### src/rtl/pi_ctrl_pkg.sv
package pi_ctrl_pkg;
  localparam int PI_DW   = 16;
  localparam int PI_GW   = 16;
  localparam int PI_FRAC = 10;

  // accumulator width for an error of ew bits times a gain of gw bits
  function automatic int acc_width(input int ew, input int gw);
    return ew + gw + 3;
  endfunction
endpackage

### src/rtl/pi_sat.sv
module pi_sat #(
  parameter int AW = 36,
  parameter int DW = 16
) (
  input  logic signed [AW-1:0] val_i,
  input  logic signed [DW-1:0] lo_i,
  input  logic signed [DW-1:0] hi_i,
  output logic signed [DW-1:0] val_o
);
  logic signed [AW-1:0] lo_w, hi_w;

  assign lo_w = AW'(lo_i);
  assign hi_w = AW'(hi_i);

  always_comb begin
    if (val_i > hi_w)      val_o = hi_i;
    else if (val_i < lo_w) val_o = lo_i;
    else                   val_o = val_i[DW-1:0];
  end
endmodule

### src/rtl/pi_incr.sv
module pi_incr
  import pi_ctrl_pkg::*;
#(
  parameter int EW   = 17,
  parameter int DW   = PI_DW,
  parameter int GW   = PI_GW,
  parameter int FRAC = PI_FRAC
) (
  input  logic                 clk_i,
  input  logic                 rst_ni,
  input  logic                 clr_i,
  input  logic                 upd_i,
  input  logic signed [EW-1:0] err_i,
  input  logic        [GW-1:0] kp_i,
  input  logic        [GW-1:0] ki_i,
  input  logic signed [DW-1:0] lo_i,
  input  logic signed [DW-1:0] hi_i,
  output logic signed [DW-1:0] out_o
);
  localparam int DEW = EW + 1;
  localparam int AW  = acc_width(DEW, GW);

  logic signed [EW-1:0]  err_q;
  logic signed [DW-1:0]  out_q;
  logic signed [DEW-1:0] derr;
  logic signed [AW-1:0]  kp_w, ki_w, p_term, i_term, sum, scaled, cand;
  logic signed [DW-1:0]  sat_val;

  assign derr   = DEW'(err_i) - DEW'(err_q);
  assign kp_w   = AW'($signed({1'b0, kp_i}));
  assign ki_w   = AW'($signed({1'b0, ki_i}));
  assign p_term = AW'(derr) * kp_w;
  assign i_term = AW'(err_i) * ki_w;
  assign sum    = p_term + i_term;
  assign scaled = sum >>> FRAC;   // floor rescale
  assign cand   = AW'(out_q) + scaled;

  pi_sat #(.AW(AW), .DW(DW)) u_sat (
    .val_i (cand),
    .lo_i  (lo_i),
    .hi_i  (hi_i),
    .val_o (sat_val)
  );

  always_ff @(posedge clk_i or negedge rst_ni) begin
    if (!rst_ni) begin
      err_q <= '0;
      out_q <= '0;
    end else if (clr_i) begin
      err_q <= '0;
      out_q <= '0;
    end else if (upd_i) begin
      err_q <= err_i;
      out_q <= sat_val;   // clamped value feeds the next increment
    end
  end

  assign out_o = out_q;
endmodule

### src/rtl/cascaded_pi_ctrl.sv
module cascaded_pi_ctrl
  import pi_ctrl_pkg::*;
#(
  parameter int DW     = PI_DW,
  parameter int GW     = PI_GW,
  parameter int FRAC_W = PI_FRAC
) (
  input  logic                 clk_i,
  input  logic                 rst_ni,
  input  logic                 en_i,
  input  logic                 sample_i,
  input  logic signed [DW-1:0] v_ref_i,
  input  logic signed [DW-1:0] v_fb_i,
  input  logic signed [DW-1:0] i_ref_i,
  input  logic signed [DW-1:0] i_fb_i,
  input  logic        [GW-1:0] kp_v_i,
  input  logic        [GW-1:0] ki_v_i,
  input  logic        [GW-1:0] kp_c_i,
  input  logic        [GW-1:0] ki_c_i,
  input  logic signed [DW-1:0] dmd_min_i,
  input  logic signed [DW-1:0] dmd_max_i,
  input  logic signed [DW-1:0] ph_min_i,
  input  logic signed [DW-1:0] ph_max_i,
  output logic signed [DW-1:0] cur_dmd_o,
  output logic signed [DW-1:0] phase_o,
  output logic                 valid_o
);
  localparam int EW_V = DW + 1;
  localparam int EW_C = DW + 2;

  logic signed [EW_V-1:0] err_v;
  logic signed [EW_C-1:0] err_c;
  logic                   stb_q, vld_q;
  logic                   upd_v, upd_c, clr;

  assign clr   = ~en_i;
  assign upd_v = en_i & sample_i;
  assign upd_c = en_i & stb_q;

  assign err_v = EW_V'(v_ref_i) - EW_V'(v_fb_i);

  pi_incr #(.EW(EW_V), .DW(DW), .GW(GW), .FRAC(FRAC_W)) u_outer (
    .clk_i  (clk_i),
    .rst_ni (rst_ni),
    .clr_i  (clr),
    .upd_i  (upd_v),
    .err_i  (err_v),
    .kp_i   (kp_v_i),
    .ki_i   (ki_v_i),
    .lo_i   (dmd_min_i),
    .hi_i   (dmd_max_i),
    .out_o  (cur_dmd_o)
  );

  // inner stage runs one cycle behind on the registered demand
  assign err_c = EW_C'(cur_dmd_o) + EW_C'(i_ref_i) - EW_C'(i_fb_i);

  pi_incr #(.EW(EW_C), .DW(DW), .GW(GW), .FRAC(FRAC_W)) u_inner (
    .clk_i  (clk_i),
    .rst_ni (rst_ni),
    .clr_i  (clr),
    .upd_i  (upd_c),
    .err_i  (err_c),
    .kp_i   (kp_c_i),
    .ki_i   (ki_c_i),
    .lo_i   (ph_min_i),
    .hi_i   (ph_max_i),
    .out_o  (phase_o)
  );

  always_ff @(posedge clk_i or negedge rst_ni) begin
    if (!rst_ni) begin
      stb_q <= 1'b0;
      vld_q <= 1'b0;
    end else begin
      stb_q <= upd_v;
      vld_q <= upd_c;
    end
  end

  assign valid_o = vld_q;
endmodule

### config.mk
export PLATFORM = sky130hd
export DESIGN_NAME = cascaded_pi_ctrl
export DESIGN_NICKNAME = d
export VERILOG_FILES = /design/src/rtl/pi_ctrl_pkg.sv /design/src/rtl/pi_sat.sv /design/src/rtl/pi_incr.sv /design/src/rtl/cascaded_pi_ctrl.sv
export SDC_FILE = /design/constraint.sdc
export NUM_CORES = 2
export LEC_CHECK = 0
export BUFFER_PORTS_ARGS = -buffer_cell sky130_fd_sc_hd__buf_2
export CAP_MARGIN = 20
export CORE_UTILIZATION = 29
export DETAILED_ROUTE_END_ITERATION = 10
export GPL_TIMING_DRIVEN = 0
export SLEW_MARGIN = 20
export SYNTH_ARGS = -nofsm -noshare
export SYNTH_HDL_FRONTEND = slang
export SYNTH_SLANG_ARGS = --single-unit
### constraint.sdc
create_clock -name clk_i -period 18.09 [get_ports clk_i]
set_input_delay 2.7135 -clock clk_i [delete_from_list [all_inputs] [get_ports clk_i]]
set_output_delay 2.7135 -clock clk_i [all_outputs]
set_load 0.03 [all_outputs]
## After elaboration in Yosys (flattened, before gate mapping)

Cells that the tools add are included.

| operators by class | value |
|---|---|
| add/sub/neg operators | 9 |
| multiply operators | 4 |
| $lt $le $gt $ge | 4 |
| equality and inequality tests | 2 |
| muxes and demuxes | 12 |
| bitwise operators | 2 |

Operators with widths:

| operator | number |
|---|---|
| two-way mux 16 bit | 8 |
| multiplier 18 x 17 -> 35 bit | 2 |
| adder 36 x 35 -> 37 bit | 1 |
| adder 35 x 34 -> 36 bit | 1 |
| multiplier 19 x 17 -> 36 bit | 1 |
| two-way mux 18 bit | 2 |
| multiplier 17 x 17 -> 34 bit | 1 |
| two-way mux 17 bit | 2 |
| > comparator 29 x 16 -> 1 bit | 1 |
| less-than comparator 29 x 16 -> 1 bit | 1 |
| adder 16 x 27 -> 28 bit | 1 |
| > comparator 28 x 16 -> 1 bit | 1 |
| less-than comparator 28 x 16 -> 1 bit | 1 |
| adder 16 x 26 -> 27 bit | 1 |
| subtractor 18 x 18 -> 19 bit | 1 |
| subtractor 17 x 16 -> 18 bit | 1 |
| subtractor 17 x 17 -> 18 bit | 1 |
| adder 16 x 16 -> 17 bit | 1 |
| subtractor 16 x 16 -> 17 bit | 1 |
| inequality test 2 x 1 -> 1 bit (second input constant) | 2 |
| bitwise AND 1 bit | 2 |

| word-level totals | value |
|---|---|
| flip-flop bits (word level) | 69 |
| input bits | 196 |
| output and inout port bits | 33 |
| logic and storage cells | 39 |

## Logic depth before layout (Yosys ltp)

| depth | value |
|---|---|
| word-level depth | 11 |
| mapped depth | 69 |
| depth with buffers taken out | 65 |

## Hierarchy

Synthesis repeated with hierarchy kept, for this count alone.

| unflattened totals | value |
|---|---|
| cells, all modules | 6644 |
| area, all modules | 59245.6 µm² |

By module, submodules not included:

| module | instances | cells each | area an instance (µm²) | seq. area each (µm²) |
|---|---|---|---|---|
| pi_incr (u_inner) | 1 | 2799 | 26141.3 | 850.8 |
| pi_incr (u_outer) | 1 | 2794 | 25548.3 | 825.8 |
| pi_sat (u_inner.u_sat) | 1 | 359 | 2623.8 | 0.0 |
| pi_sat (u_outer.u_sat) | 1 | 365 | 2598.7 | 0.0 |
| cascaded_pi_ctrl | 1 | 327 | 2333.5 | 50.0 |

## Least setup slack after synthesis

OpenSTA, ideal clock, no wires.

| path | value |
|---|---|
| kind | input to register |
| from | input port i_ref_i[1] |
| to | register u_inner.out_q[10], in the netlist u_inner.out_o[10] |
| library setup time | 87 ps |
| data arrival time | 17395 ps |
| required time | 18003 ps |
| setup slack | 608 ps |
| stages on the path | 63 |
| path buffers | 4 |
| path through | inv_1 fa_1 inv_1 ha_1 a21o_1 a21oi_1 o21ai_1 a31o_2 a21oi_1 o21ai_0 a21oi_1 xnor2_1 clkbuf_1 ha_1 or2_2 a21boi_0 o31ai_1 a211oi_1 [... 27 more ...] a21oi_1 nor2b_1 or4_1 a2111oi_0 nor3_1 o41ai_1 mux2i_1 nand2_1 ha_1 nand4_1 nor4_1 o2111ai_1 a21o_1 a31oi_1 nand2b_1 clkbuf_1 clkbuf_1 o211ai_1 |

| on the way | value |
|---|---|
| longest elaborated chain between the ends | 11 |
| elaborated cells on any way between the ends | 13 |
| classes of those cells | add/sub: 5; mul: 2; order compare: 2; mux: 4 |

Ends and longest elaborated chain:

| element | RTL line | RTL |
|---|---|---|
| from (decl) | cascaded_pi_ctrl.sv:14 | `input logic signed [DW-1:0] i_ref_i,` |
| adder 16 x 16 -> 17 bit * | cascaded_pi_ctrl.sv:56 | `assign err_c = EW_C'(cur_dmd_o) + EW_C'(i_ref_i) - EW_C'(i_fb_i);` |
| subtractor 17 x 16 -> 18 bit * | cascaded_pi_ctrl.sv:56 |  |
| subtractor 18 x 18 -> 19 bit | pi_incr.sv:29 | `assign derr = DEW'(err_i) - DEW'(err_q);` |
| multiplier 19 x 17 -> 36 bit | pi_incr.sv:32 | `assign p_term = AW'(derr) * kp_w;` |
| adder 36 x 35 -> 37 bit * | pi_incr.sv:34 | `assign sum = p_term + i_term;` |
| adder 16 x 27 -> 28 bit * | pi_incr.sv:36 | `assign cand = AW'(out_q) + scaled;` |
| less-than comparator 29 x 16 -> 1 bit | pi_sat.sv:17 | `else if (val_i < lo_w) val_o = lo_i;` |
| two-way mux 16 bit | pi_sat.sv:17 |  |
| two-way mux 16 bit * | pi_sat.sv:16 | `if (val_i > hi_w) val_o = hi_i;` |
| two-way mux 16 bit * | pi_incr.sv:52 | `end else if (upd_i) begin` |
| two-way mux 16 bit * | pi_incr.sv:49 | `end else if (clr_i) begin` |
| to (signal assigned) | pi_incr.sv:54 | `out_q <= sat_val;` |
| to (decl) | pi_incr.sv:24 | `logic signed [DW-1:0] out_q;` |

Every way passes the cells marked *; elsewhere a longest branch is shown, timed or not. The select of a mux whose other input is x is not followed.
A chain may end at the register's enable or synchronous reset.

## Worst setup path after layout

| path | value |
|---|---|
| from | input port i_fb_i[7] |
| to | register u_inner.out_q[13], in the netlist u_inner.out_o[13] |

| on the way | value |
|---|---|
| longest elaborated chain between the ends | 10 |
| elaborated cells on any way between the ends | 12 |
| classes of those cells | add/sub: 4; mul: 2; order compare: 2; mux: 4 |

Ends and longest elaborated chain:

| element | RTL line | RTL |
|---|---|---|
| from (decl) | cascaded_pi_ctrl.sv:15 | `input logic signed [DW-1:0] i_fb_i,` |
| subtractor 17 x 16 -> 18 bit * | cascaded_pi_ctrl.sv:56 |  |
| subtractor 18 x 18 -> 19 bit | pi_incr.sv:29 |  |
| multiplier 19 x 17 -> 36 bit | pi_incr.sv:32 |  |
| adder 36 x 35 -> 37 bit * | pi_incr.sv:34 |  |
| adder 16 x 27 -> 28 bit * | pi_incr.sv:36 |  |
| less-than comparator 29 x 16 -> 1 bit | pi_sat.sv:17 |  |
| two-way mux 16 bit | pi_sat.sv:17 |  |
| two-way mux 16 bit * | pi_sat.sv:16 |  |
| two-way mux 16 bit * | pi_incr.sv:52 |  |
| two-way mux 16 bit * | pi_incr.sv:49 |  |

Marks and branches as above.

==> impl_metrics.sql <==
INSERT INTO impl_metrics (metric_group, metric, value, unit) VALUES
('clock_tree', 'ctsLongestPathBuffers', '2', ''),
('place', 'gp_routability_congestion', '0.933', ''),
('yosys', 'synth_top_family_by_area', 'adder cells', ''),
('yosys', 'post-synth-top-area-fraction', '47.5', '%'),
('clock_tree', 'cts_sinks', '69', ''),
('place', 'number_of_buffer_cells_added_on_primary_ports', '205', ''),
('timing', 'finalWorstPathRequiredPeriod', '17630', 'ps'),
('yosys', 'synth-compound-area-share', '7.28', '%'),
('global_routing', 'antenna_found_initial', '24', ''),
('clock_tree', 'level_count_of_the_clock_h_tree', '3', ''),
('timing', 'final_worst_path_cycle_share', '97.5', '%'),
('detailed_routing', 'post_drt_via_cell_ratio', '4.77', ''),
('setup_path', 'crit_type', 'input port to flop', ''),
('yosys', 'netlist.top_cell.by_area', 'sky130_fd_sc_hd__fa_1', ''),
('yosys', 'yosys-mux-area-fraction', '0.518', '%'),
('timing', 'setup_violations', '0', ''),
('clock_tree', 'clockRootBuffer', 'sky130_fd_sc_hd__clkbuf_16', ''),
('hold_path', 'worstHoldStart', 'u_inner.err_q[9]', ''),
('layout', 'fraction_of_layout_instances_using_a_drive_strength_above_1', '7.96', '%'),
('floorplan', 'die_y', '443', 'um'),
('layout', 'highest_count_cells_in_the_layout_ignoring_fill_and_taps', '1614 x sky130_fd_sc_hd__inv_1, 1332 x sky130_fd_sc_hd__fa_1, 637 x sky130_fd_sc_hd__nand2_1', ''),
('global_routing', 'globalRouteOverflowTotal', '0', ''),
('floorplan', 'die_area', '196000', 'um2'),
('global_routing', 'met3_usage', '2.26', '%'),
('timing', 'finClkSkew', '25.2', 'ps'),
('place', 'detailedPlacementHpwl', '163000', 'um'),
('clock_tree', 'cts-buffers-inserted', '9', ''),
('layout', 'layout_commonest_cell', 'sky130_fd_sc_hd__inv_1', ''),
('setup_path', 'worstSetupStartpointType', 'input port', ''),
('floorplan', 'rows', '161', ''),
('detailed_routing', 'detail_route.drc_violations', '0', ''),
('clock_tree', 'clk_latency', '400', 'ps'),
('yosys', 'yosys_most_used_dff', 'sky130_fd_sc_hd__dfrtp_1', ''),
('setup_path', 'reg2reg_from', 'u_outer.out_o[2]', ''),
('yosys', 'synthArstFlopShare', '100', '%'),
('yosys', 'netlist_area', '56300', 'um2'),
('setup_path', 'critical_path.max_fanout', '18', ''),
('yosys', 'synthesis.yosys.warnings', '0', ''),
('clock_tree', 'ctsHoldBuffers', '0', ''),
('yosys', 'synth_seq_area_share', '3.07', '%'),
('timing', 'maxClockFrequency', '56.7', 'MHz'),
('global_routing', 'grt.busiest_layer', 'met2', ''),
('clock_tree', 'tritoncts', 'done', ''),
('yosys', 'mapped_nets', '8292', ''),
('detailed_routing', 'drt_iter0_drc', '2724', ''),
('floorplan', 'initial_core_util', '29.2', '%'),
('setup_path', 'critical-path-slowest-cell', 'sky130_fd_sc_hd__fa_2', ''),
('run_status', 'run_status', 'complete, no violations', ''),
('layout', 'total_nets_final', '8562', ''),
('yosys', 'synth-xor-area-share', '2.49', '%'),
('global_routing', 'grt_first_pass_wirelength', '288000', 'um'),
('setup_path', 'worst-endpoint-required', '18350', 'ps'),
('setup_path', 'worst-endpoint-arrival', '17890', 'ps'),
('global_routing', 'grt_util_met1', '24.0', '%'),
('yosys', 'synth_enable_flop_cells', '0', ''),
('timing', 'worst-slew-pin-transition', '1090', 'ps'),
('floorplan', 'design.portCount', '229', ''),
('global_routing', 'grtUsageTotal', '19.3', '%'),
('detailed_routing', 'detail_route.wl_per_cell', '20.3', 'um'),
('timing', 'slew_headroom', '27.6', '%'),
('timing', 'report.final.hold_viol_count', '0', ''),
('timing', 'timing_max_transition_violations_final', '0', ''),
('yosys', 'yosys-top-cells-area', 'sky130_fd_sc_hd__fa_1 48%, sky130_fd_sc_hd__ha_1 12%, sky130_fd_sc_hd__inv_1 11%, sky130_fd_sc_hd__and2_1 5.7%, sky130_fd_sc_hd__nand2_1 4.3%', ''),
('yosys', 'yosys.cell_types.count', '87', ''),
('detailed_routing', 'drtPass1Iterations', '5', ''),
('yosys', 'synth-seq-cells', '69', ''),
('layout', 'multi_input_comb_area', '49100', 'um2'),
('yosys', 'synthesis.instances', '6237', ''),
('floorplan', 'die_w', '443', 'um'),
('layout', 'final_util', '32.7', '%'),
('floorplan', 'floorplan.core_area', '193000', 'um2');
-- metrics by stage --
step | TNS (ps) | cells | area, um2 | setup WS [ps] | hold WS, ps
6_report | 0 | 9049 | 62900 | 457 | 514
5_1_grt | -563 | 9045 | 62900 | -69.4 | 533
4_1_cts | -3.06 | 9001 | 61900 | -3.06 | 511
3_5_place_dp | -94030 | 8973 | 60700 | -4420 | 489
3_3_place_gp | -112600 | 8968 | 60500 | -5270 | 487
2_1_floorplan | 0 | 6237 | 56300 | 608 | 466
-- state kept, by name, summed over array words and instances (netlist names) --
register       count
valid_o            1
stb_q              1
u_outer.out_o     16
u_outer.err_q     17
u_inner.out_o     16
u_inner.err_q     18
-- synthesized netlist by cell type, types with 23 or more instances --
| cell | n |
|---|---|
| sky130_fd_sc_hd__xor2_1 | 43 |
| sky130_fd_sc_hd__nand3_1 | 65 |
| sky130_fd_sc_hd__dfrtp_1 | 69 |
| sky130_fd_sc_hd__nor2_1 | 133 |
| sky130_fd_sc_hd__nor3_1 | 44 |
| sky130_fd_sc_hd__a211oi_1 | 23 |
| sky130_fd_sc_hd__fa_1 | 1337 |
| sky130_fd_sc_hd__o21ai_0 | 76 |
| sky130_fd_sc_hd__mux2i_1 | 28 |
| sky130_fd_sc_hd__a21o_1 | 64 |
| sky130_fd_sc_hd__a21oi_1 | 150 |
| sky130_fd_sc_hd__inv_1 | 1615 |
| sky130_fd_sc_hd__nand2_1 | 639 |
| sky130_fd_sc_hd__o21a_1 | 38 |
| sky130_fd_sc_hd__o211ai_1 | 47 |
| sky130_fd_sc_hd__and2_1 | 509 |
| sky130_fd_sc_hd__ha_1 | 522 |
| sky130_fd_sc_hd__nand2b_1 | 54 |
| sky130_fd_sc_hd__clkbuf_1 | 209 |
| sky130_fd_sc_hd__nor2b_1 | 106 |
| sky130_fd_sc_hd__xnor2_1 | 112 |
-- path summary, 6_finish.rpt --
kind / to / slack, ps / cells after the start
worst min register to register: u_inner.err_q[9] / 510 / 1
min in group asynchronous: valid_o / 2310 / 1
worst min-delay path: u_inner.err_q[9] / 510 / 1
max in group asynchronous: u_outer.err_q[16] / 15050 / 2
worst max register to register: u_inner.out_o[13] / 1960 / 59
worst max-delay path: u_inner.out_o[13] / 460 / 59
-- cells by family (layout without fill, tap and decap cells) --
| group | count (synthesis) | after routing |
|---|---|---|
| AO/OA/AOI/OAI | 599 | 599 |
| XOR/XNOR | 157 | 157 |
| flip-flops | 69 | 69 |
| multiplexers | 29 | 29 |
| adder cells (fa/ha/maj) | 1859 | 1859 |
| buffers and inverters | 1835 | 2109 |
| other | 0 | 12 |
| AND/OR/NAND/NOR | 1689 | 1689 |
-- repair_timing --
item                                    CTS  global route
resized for setup                       165           182
endpoints found under the setup margin   32            32
buffers inserted                         23            41
endpoints found under the hold margin     0             0
pin swaps                                21            43
-- worst max-delay path, delay by kind of cell --
family	cells	cell delay, ps
AO/OA/AOI/OAI	18	3950
XOR/XNOR	2	250
adder cells (fa/ha/maj)	14	6390
buffers and inverters	10	1050
multiplexers	1	250
AND/OR/NAND/NOR	14	3220
-- layer usage --
layer / vias up / routed length [um]
met3: 328 / 10200
met2: 1392 / 91000
met5: - / 8
met1: 22200 / 72500
li1: 19300 / -
met4: 2 / 10100
-- cell type report --
| cell class | instances | area share (%) |
|---|---|---|
| inverter | 1616 | 9.64 |
| clock inverter | 4 | 0.115 |
| antenna | 12 | 0.0477 |
| timing repair buffer | 274 | 2.55 |
| multi-input combinational | 4333 | 78.0 |
| tap | 2526 | 5.02 |
| sequential | 69 | 2.74 |
| buffer | 204 | 1.52 |
| clock buffer | 11 | 0.386 |
Power is left out: the tool's default activity adds up to more than one toggle a clock period on the data nets, which glitch-free logic cannot reach.
